`src/rtl/lumo_pkg.sv`:
```
package lumo_pkg;
    typedef enum logic [3:0] {
        S_IDLE, S_ADDR, S_ADDR_ACK, S_PTR, S_PTR_ACK,
        S_DATA, S_DATA_ACK, S_TX, S_TX_ACK
    } lumo_st_t;

    localparam logic [7:0] A_MODE  = 8'h0B;
    localparam logic [7:0] A_TEST  = 8'h0C;
    localparam logic [7:0] A_BOOST = 8'h0D;
    localparam logic [7:0] A_THR   = 8'h2B;

    localparam logic [3:0] MODE_RST  = 4'b0100;
    localparam logic [3:0] BOOST_RST = 4'b0111;
    localparam logic [3:0] THR_RST   = 4'b0011;
endpackage

```
`src/rtl/lumo_sync.sv`:
```
module lumo_sync #(
    parameter int W = 2
) (
    input  logic         clk,
    input  logic         rst_n,
    input  logic [W-1:0] d,
    output logic [W-1:0] q
);
    logic [W-1:0] s1;

    always_ff @(posedge clk or negedge rst_n) begin
        if (!rst_n) begin
            s1 <= '1;
            q  <= '1;
        end else begin
            s1 <= d;
            q  <= s1;
        end
    end
endmodule

```
`src/rtl/lumo_regs.sv`:
```
module lumo_regs import lumo_pkg::*; #(
    parameter int NUM_CTL = 5,
    parameter int NUM_OK  = 5
) (
    input  logic                 clk,
    input  logic                 rst_n,
    input  logic                 wr_en,
    input  logic [7:0]           wr_addr,
    input  logic [7:0]           wr_data,
    input  logic [7:0]           rd_addr,
    output logic [7:0]           rd_data,
    input  logic                 start_evt,
    input  logic [NUM_OK-1:0]    test_ok_i,
    output logic [NUM_CTL*8-1:0] ctl_o,
    output logic [3:0]           mode_o,
    output logic [3:0]           boost_o,
    output logic [3:0]           thresh_o,
    output logic                 self_test_o
);
    localparam int PAD = 7 - NUM_OK;

    logic [7:0]        ctl_q [NUM_CTL];
    logic [3:0]        mode_q, boost_q, thr_q;
    logic              en_test;
    logic [NUM_OK-1:0] ok_q;

    always_ff @(posedge clk or negedge rst_n) begin
        if (!rst_n) begin
            for (int i = 0; i < NUM_CTL; i++) ctl_q[i] <= '0;
            mode_q  <= MODE_RST;
            boost_q <= BOOST_RST;
            thr_q   <= THR_RST;
            en_test <= 1'b0;
            ok_q    <= '0;
        end else begin
            if (en_test && start_evt) begin
                ok_q    <= test_ok_i;
                en_test <= 1'b0;
            end
            if (wr_en) begin
                for (int i = 0; i < NUM_CTL; i++)
                    if (wr_addr == 8'(i)) ctl_q[i] <= wr_data;
                if (wr_addr == A_MODE)  mode_q  <= wr_data[3:0];
                if (wr_addr == A_BOOST) boost_q <= wr_data[3:0];
                if (wr_addr == A_THR)   thr_q   <= wr_data[3:0];
                if (wr_addr == A_TEST)  en_test <= wr_data[0];
            end
        end
    end

    always_comb begin
        rd_data = 8'h00;
        for (int i = 0; i < NUM_CTL; i++)
            if (rd_addr == 8'(i)) rd_data = ctl_q[i];
        if (rd_addr == A_MODE)  rd_data = {4'h0, mode_q};
        if (rd_addr == A_BOOST) rd_data = {4'h0, boost_q};
        if (rd_addr == A_THR)   rd_data = {4'h0, thr_q};
        if (rd_addr == A_TEST)  rd_data = {{PAD{1'b0}}, ok_q, en_test};
    end

    for (genvar g = 0; g < NUM_CTL; g++) begin : g_ctl
        assign ctl_o[8*g +: 8] = ctl_q[g];
    end
    assign mode_o      = mode_q;
    assign boost_o     = boost_q;
    assign thresh_o    = thr_q;
    assign self_test_o = en_test;

    // an armed test captures the pass flags on START and disarms
    p_test_capture_r10: assert property (@(posedge clk) disable iff (!rst_n)
        (en_test && start_evt) |=> (!en_test && ok_q == $past(test_ok_i)));

    // pass bits move only on an armed START
    p_ok_hold_r10: assert property (@(posedge clk) disable iff (!rst_n)
        !(en_test && start_evt) |=> $stable(ok_q));
endmodule

```
`src/rtl/lumo_i2c_target.sv`:
```
module lumo_i2c_target import lumo_pkg::*; #(
    parameter logic [6:0] DEV_ADDR = 7'h4C,
    parameter int         NUM_CTL  = 5,
    parameter int         NUM_OK   = 5
) (
    input  logic                 clk,
    input  logic                 rst_n,
    input  logic                 scl_i,
    input  logic                 sda_i,
    output logic                 sda_oe,
    output logic                 sda_o,
    input  logic [NUM_OK-1:0]    test_ok_i,
    output logic [NUM_CTL*8-1:0] ctl_o,
    output logic [3:0]           mode_o,
    output logic [3:0]           boost_o,
    output logic [3:0]           thresh_o,
    output logic                 self_test_o
);
    localparam logic [3:0] BITS = 4'd8;

    lumo_st_t   st, nxt;
    logic       scl_s, sda_s, scl_q, sda_q;
    logic       scl_rise, scl_fall, start_evt, stop_evt;
    logic [3:0] cnt;
    logic [7:0] shreg, ptr, txsh, rd_data;
    logic       rw_q, mack_q, wr_en;
    logic       byte_done, addr_hit, in_ack;

    lumo_sync #(.W(2)) u_sync (
        .clk(clk), .rst_n(rst_n), .d({scl_i, sda_i}), .q({scl_s, sda_s})
    );

    assign scl_rise  = scl_s & ~scl_q;
    assign scl_fall  = ~scl_s & scl_q;
    assign start_evt = scl_s & scl_q & sda_q & ~sda_s;
    assign stop_evt  = scl_s & scl_q & ~sda_q & sda_s;
    assign byte_done = (cnt == BITS);
    assign addr_hit  = (shreg[7:1] == DEV_ADDR);
    assign in_ack    = (st == S_ADDR_ACK) || (st == S_PTR_ACK) ||
                       (st == S_DATA_ACK) || (st == S_TX_ACK);

    always_comb begin
        nxt = st;
        if (stop_evt) begin
            nxt = S_IDLE;
        end else if (start_evt) begin
            nxt = S_ADDR;
        end else if (scl_fall) begin
            unique case (st)
                S_ADDR:     if (byte_done) nxt = addr_hit ? S_ADDR_ACK : S_IDLE;
                S_ADDR_ACK: nxt = rw_q ? S_TX : S_PTR;
                S_PTR:      if (byte_done) nxt = S_PTR_ACK;
                S_PTR_ACK:  nxt = S_DATA;
                S_DATA:     if (byte_done) nxt = S_DATA_ACK;
                S_DATA_ACK: nxt = S_DATA;
                S_TX:       if (byte_done) nxt = S_TX_ACK;
                S_TX_ACK:   nxt = mack_q ? S_TX : S_IDLE;
                default:    nxt = st;
            endcase
        end
    end

    always_ff @(posedge clk or negedge rst_n) begin
        if (!rst_n) st <= S_IDLE;
        else        st <= nxt;
    end

    always_ff @(posedge clk or negedge rst_n) begin
        if (!rst_n) begin
            scl_q  <= 1'b1;
            sda_q  <= 1'b1;
            cnt    <= '0;
            shreg  <= '0;
            ptr    <= '0;
            txsh   <= '0;
            rw_q   <= 1'b0;
            mack_q <= 1'b0;
        end else begin
            scl_q <= scl_s;
            sda_q <= sda_s;
            if (start_evt || stop_evt) begin
                cnt <= '0;
            end else if (scl_rise) begin
                if (cnt != 4'hF) cnt <= cnt + 4'd1;
                shreg <= {shreg[6:0], sda_s};
                if (st == S_TX_ACK) mack_q <= ~sda_s;
            end else if (scl_fall) begin
                if (in_ack) cnt <= '0;
                if (st == S_ADDR && byte_done) rw_q <= shreg[0];
                if (st == S_PTR && byte_done)  ptr  <= shreg;
                if ((st == S_ADDR_ACK && rw_q) || (st == S_TX_ACK && mack_q))
                    txsh <= rd_data;
                else if (st == S_TX && !byte_done)
                    txsh <= {txsh[6:0], 1'b0};
            end
        end
    end

    always_comb begin
        sda_oe = 1'b0;
        sda_o  = 1'b1;
        unique case (st)
            S_ADDR_ACK, S_PTR_ACK, S_DATA_ACK: begin
                sda_oe = 1'b1;
                sda_o  = 1'b0;
            end
            S_TX: begin
                sda_oe = 1'b1;
                sda_o  = txsh[7];
            end
            default: ;
        endcase
        wr_en = (st == S_DATA) && scl_fall && byte_done;
    end

    lumo_regs #(.NUM_CTL(NUM_CTL), .NUM_OK(NUM_OK)) u_regs (
        .clk(clk), .rst_n(rst_n), .wr_en(wr_en), .wr_addr(ptr),
        .wr_data(shreg), .rd_addr(ptr), .rd_data(rd_data),
        .start_evt(start_evt), .test_ok_i(test_ok_i), .ctl_o(ctl_o),
        .mode_o(mode_o), .boost_o(boost_o), .thresh_o(thresh_o),
        .self_test_o(self_test_o)
    );

    // STOP always returns to idle
    p_stop_idle_r11: assert property (@(posedge clk) disable iff (!rst_n)
        stop_evt |=> (st == S_IDLE));

    // any START opens a new address phase
    p_start_addr_r11: assert property (@(posedge clk) disable iff (!rst_n)
        (start_evt && !stop_evt) |=> (st == S_ADDR));

    // a foreign address drops back to idle
    p_miss_idle_r4: assert property (@(posedge clk) disable iff (!rst_n)
        (st == S_ADDR && scl_fall && byte_done && !addr_hit) |=> (st == S_IDLE));

    // the acknowledge slot lasts until the bus clock falls
    p_ack_hold_r1: assert property (@(posedge clk) disable iff (!rst_n)
        (st == S_ADDR_ACK && !scl_fall && !start_evt && !stop_evt) |=> (st == S_ADDR_ACK));
endmodule

```
`config.mk`:
```
export PLATFORM = sky130hd
export DESIGN_NAME = lumo_i2c_target
export DESIGN_NICKNAME = d
export VERILOG_FILES = /design/src/rtl/lumo_pkg.sv /design/src/rtl/lumo_sync.sv /design/src/rtl/lumo_regs.sv /design/src/rtl/lumo_i2c_target.sv
export SDC_FILE = /design/constraint.sdc
export NUM_CORES = 1
export LEC_CHECK = 0
export ABC_AREA = 1
export BUFFER_PORTS_ARGS = -buffer_cell sky130_fd_sc_hd__buf_2
export CORE_ASPECT_RATIO = 0.6
export CORE_MARGIN = 8
export CORE_UTILIZATION = 50
export DETAILED_ROUTE_END_ITERATION = 7
export GPL_TIMING_DRIVEN = 0
export PLACE_DENSITY = 0.76
export SLEW_MARGIN = 30
export SYNTH_ARGS = -nofsm -noshare
export SYNTH_HDL_FRONTEND = slang
export SYNTH_HIERARCHICAL = 1
export SYNTH_SLANG_ARGS = --single-unit
```
`constraint.sdc`:
```
create_clock -name clk -period 3 [get_ports clk]
set_input_delay 0.6 -clock clk [delete_from_list [all_inputs] [get_ports clk]]
set_output_delay 0.6 -clock clk [all_outputs]
set_load 0.01 [all_outputs]
```
[Word level (Yosys, flattened, before mapping)]
Cells that the tools add are included.
Storage, ports and cells
  register bits: 98
  bits in latches: 0
  bits in writable memories: 0
  bits in read-only memories: 0
  bits of input ports: 9
  output and inout bits: 55
  word-level logic and storage cells: 129
  memories kept: 0
Cells by class
  $add $sub $neg: 1
  multipliers: 0
  div/mod/pow operators: 0
  order comparisons: 0
  equality and inequality tests: 24
  shift operators: 0
  multiplexer cells: 32
  bitwise operators: 13
  reduce and logical (&&, ||, !) cells: 38
Operator list (number)
  $mux 8: 11
  $mux 4: 12
  $pmux 4 s7: 1
  $eq 8x4->1 const B: 3
  $ne 4x4->1 const B: 5
  $reduce_and 2->1: 9
  $eq 4x3->1 const B: 4
  $eq 8x2->1 const B: 2
  $reduce_and 4->1: 3
  $reduce_bool 3->1: 3
  $reduce_bool 9->1: 1
  $eq 4x2->1 const B: 2
  $eq 4x4->1 const B: 2
  $eq 8x1->1 const B: 1
  $eq 8x3->1 const B: 1
  $eq 8x6->1 const B: 1
  $logic_and 1x1->1: 8
  $logic_not 8->1: 1
  $and 1x1->1: 7
  $eq 7x7->1 const B: 1
  $mux 3: 2
  $not 1->1: 6
  $reduce_and 3->1: 2
  $reduce_and 6->1: 1
  other kinds (12): 19

[Logic depth before layout (Yosys ltp)]
  depth in word-level cells: 11
  gate-level depth with buffers: 14
  depth with buffers taken out: 13

[Hierarchy]
Netlist, hierarchy kept.
By module, submodules not included
  lumo_regs: instances 1, cells each 358, area an instance 2932.8 um^2, seq. area each 1458.9 um^2
  lumo_i2c_target: instances 1, cells each 252, area an instance 1989.4 um^2, seq. area each 903.4 um^2
  lumo_sync: instances 1, cells each 4, area an instance 105.1 um^2, seq. area each 105.1 um^2

[Worst setup path before layout]
OpenSTA, ideal clock, no wires.
  path kind: register -> register
  start: reg scl_q
  end: reg u_regs.ctl_q, in the netlist u_regs/ctl_o[13]
  library setup time: 0.123 ns
  arrival time: 2.003 ns
  required time: 2.877 ns
  slack: 0.874 ns
  stages on the path, launching flop included: 10
  buffers on the path: 1
  clock period less this slack: 2.126 ns
  cell sequence: dfstp_2 > ha_1 > nand4_1 > nor3_1 > inv_2 > nor2_4 > nand4_2 > buf_6 > nand2_1 > o21ai_1
On the way
  longest elaborated chain between the ends: 4
RTL lines
  start, declared: RTL line lumo_i2c_target.sv:22  | logic scl_s, sda_s, scl_q, sda_q;
  start signal, assigned: RTL line lumo_i2c_target.sv:79  | scl_q <= scl_s;
  $and 1x1->1: RTL line lumo_i2c_target.sv:34  | assign scl_fall = ~scl_s & scl_q;
  $logic_and 1x1->1 (2 in a row): RTL line lumo_i2c_target.sv:113  | wr_en = (st == S_DATA) && scl_fall && byte_done;
  named net wr_en: RTL line lumo_i2c_target.sv:26  | logic rw_q, mack_q, wr_en;
  $reduce_and 2->1 (no line)
  end signal, assigned by index: RTL line lumo_regs.sv:42  | if (wr_addr == 8'(i)) ctl_q[i] <= wr_data;
  end, declared: RTL line lumo_regs.sv:22  | logic [7:0] ctl_q [NUM_CTL];
The timed path passes the listed nets, and every way through them passes these cells.
A chain may end at the register's enable or synchronous reset.

[Final worst setup path]
Same ends and word-level chain as after synthesis.

==> impl_results.md <==
* Fin crit period at 2560 ps
* Maximum clock rate at 0.390 GHz
* Worst-Margin Slew at between 500 and 600 ps
* Post-synthesis compound-gate area fraction at 9.33%
* Seq cells post-synth at 98
* Syn Nets at between 600 and 700
* Vias per inst at about 5.6
* Comb pwr share at a little under 9%
* Area Growth Syn to Fin at 16.0%
* Crit path cell chain: ha_1, nand4_1, nor3_2, inv_2, nor2_4, nand4_2, buf_6, nand2_1, o21ai_1
* Status: finished clean
* CP required at between 3000 and 4000 ps
* Total power at about 2800 µW
* Crit path kind: reg -> reg
* Num CTS Buffers at 9
* Ys flop type: dfrtp_1
* H-tree levels at 3
* RSZ-0062 raised after global routing: false
* I/O pin cnt at 64
* Syn Area/Cell at 8.19 µm²
* Skew-Pair Late Insertion Delay at ~350 ps
* Vias post-DR at approximately 4600
* Tcrit/Tclk final at a little under nine tenths
* Reg2Reg Setup Slack at roughly 440 ps
* Worst hold-check path type: in -> async
* Peak VDD IR at 0.299 mV
* Clock network power share at just under 40%
* CTS root buffer: clkbuf_16
* Slew margin rel. at between 60% and 70%
* PnR worst setup slack at between 400 and 500 ps
* Largest net degree at the start of global routing at 65
* Placement Setup Slack at ~230 ps
* Internal at ~2000 µW
* Final setup fails at 0
* Mux share of post-synthesis cell area at 0.896%
* P_sw at 746 µW
* Post-Synth XOR/XNOR Area at 0%
* Final hold vios at 0
* CTS Sinks at 98
* Synth Warn # at 6
* Distinct cells, synth at 37
* N_diodes at 0
* Total Neg Setup Slack at 0 ps
* Routed Antenna Nets at 0
* Main combinational cell family by area after synthesis: simple AND/OR/NAND/NOR gates
* Grt ovf at 0
* Crit-path max cell delay at 550 ps
* Die ar. at around 0.014 mm²
* Final WL at around 14000 µm
* Buffers added on ports at 63
* Die height at ~94 µm
* Post-Synth Adder-Cell Area at between 1 and 1.5%
* Row count at 28
* First-pass GRT wire length at between 20000 and 25000 µm
* Cells after Synth at slightly above 600
* Maximum capacitance violations at 0
* Post-synthesis sequential area ratio at between 40% and 50%
* FFs w/ async S/R, synth at 100%
* Post-DP HPWL at 10700 µm
* Initial Utilization at roughly half
* Hold buffers post-CTS at 0
* Reg2reg end: u_regs/ctl_o[13]
* Critical Path AT at ~2800 ps
* Final #Nets at between 700 and 800
* Total GRT Usage at between 20% and 30%
* Final Core Density at between 50 and 60%
* # DRC at 0
* DR iter-0 viols at approximately 550
* Crit path max fanout at 10
* Crit start category: register
* CTS tree: built
* Gpl congestion at between 0.9 and 1
* Setup Skew at 8.67 ps
* Die X at 145 µm
* Leakage at between 0.002 and 0.003 µW
* Share of layout cells above drive strength 1 at approximately a quarter
* Sequential Power Share at slightly above 50%
* Initial antenna violation count at 0
* Post-Synthesis Cell Area at about 0.005 mm²
* Core area at 0.00981 mm²
* CP Capture Type: register
* EDFF count, synth at 0
* Slowest cell on the critical path: dfstp_2
* Worst-path clk slew at about 70 ps
* TritonRoute pass-1 iters at 5
* Worst reg2reg startpoint: scl_q
* Switching Share at 27.1%
* Vias in the first global route at 4332
* WL per Instance at ~17 µm
* Worst r2r path cells at 9
* Synth Area in Simple Gates at 32.8%
* Maximum buffer depth of the clock tree at 2
* Slew Viols, Final at 0
* Cell area power density at around 470 mW/mm²
-- stage by stage --
step / instances / area (µm²) / hold WS, ps
2_1_floorplan: 614 / 5030 / 304
3_3_place_gp: 812 / 5510 / 347
3_5_place_dp: 813 / 5550 / 347
4_1_cts: 829 / 5830 / 135
5_1_grt: 829 / 5830 / 150
6_report: 829 / 5830 / 135
-- metal layers --
metal,up-vias,share of wire (%),wire length [µm],GRT usage (%)
li1,2137,-,-,-
met1,2245,47,6650,30.2
met2,232,41,5780,29.8
met3,19,11,1510,7.70
met4,0,1.1,151,5.08
met5,-,0,0,0
-- kinds of logic (layout without fill, tap and decap cells) --
| group | Yosys count | count (layout) |
|---|---|---|
| and+or+nand+nor | 354 | 354 |
| DFF | 98 | 98 |
| AOI/OAI and AO/OA | 82 | 82 |
| buffers and inverters | 71 | 151 |
| adders and majority gates | 5 | 5 |
| muxes | 4 | 4 |
-- power groups by stage --
| stage | combinational, µW | clock (µW) | sequential (µW) |
|---|---|---|---|
| final | 243 | 1090 | 1420 |
| after global routing | 272 | 1170 | 1420 |
| after CTS | 239 | 1120 | 1420 |
| after detailed placement | 238 | 0 | 1440 |
| after global placement | 223 | 0 | 1440 |
| after floorplan | 139 | 0 | 1430 |
-- layout make-up --
class,count,area (µm²)
Sequential cell,98,2470
Clock buffer,11,243
Multi-Input combinational cell,445,2230
Timing Repair Buffer,64,349
Fill cell,874,3980
Tap cell,135,169
Inverter,62,240
Buffer,9,95.1
Clock inverter,5,37.5
-- registers in the layout, indices dropped and copies added, names as in the netlist, 2 cells and up --
name             count
u_sync/s1            2
u_regs/ok_q          5
cnt                  4
shreg                8
u_regs/ctl_o        40
st                   4
ptr                  8
u_regs/boost_o       4
txsh                 8
u_regs/thresh_o      4
u_regs/mode_o        4
u_sync/q             2
-- how the worst max path moves through the flow --
stage	startpoint	end	cells after the start
2_1_floorplan	scl_q	u_regs/ctl_o[13]	9
3_5_place_dp	scl_q	u_regs/ctl_o[14]	9
5_1_grt	scl_q	u_regs/ctl_o[14]	9
4_1_cts	scl_q	u_regs/ctl_o[11]	8
6_report	scl_q	u_regs/ctl_o[13]	9
3_3_place_gp	scl_q	u_regs/ctl_o[13]	9
-- placed cells by master (no fill, tap or decap), drive strengths merged, types with 4 or more instances in the layout --
master	count
nand2	213
dfrtp	86
o21ai	76
buf	73
nand3	63
inv	61
nor2	49
nor3	14
dfstp	12
clkbuf	11
nand4	10
ha	5
mux2	4
clkinv	4
-- timing repair --
| item | CTS | global route |
|---|---|---|
| endpoints found under the setup margin | 0 | 3 |
| gates resized for setup | 0 | 1 |
| setup buffers | 0 | 0 |
-- cells in the mapped netlist (7+ instances only) --
library cell,number,area (µm²)
o21ai_0,40,200
nand2_1,200,751
nor2_2,7,43.8
nand3_1,59,295
o21ai_1,22,110
o21ai_2,14,123
nand2_2,10,62.6
inv_1,54,203
dfstp_2,12,315
nand4_1,7,43.8
nor3_1,9,45.0
buf_6,8,90.1
dfrtp_1,86,2150
nor2_1,38,143
-- worst max-delay path: cells and delay by family, from the launching register on --
kind                     cells  cell delay [ps]
flip-flops                   1              550
adder cells (fa/ha/maj)      1              230
buffers and inverters        2              400
AO/OA/AOI/OAI                1               60
AND/OR/NAND/NOR              5             1220
(Power assumes the default switching activity.)
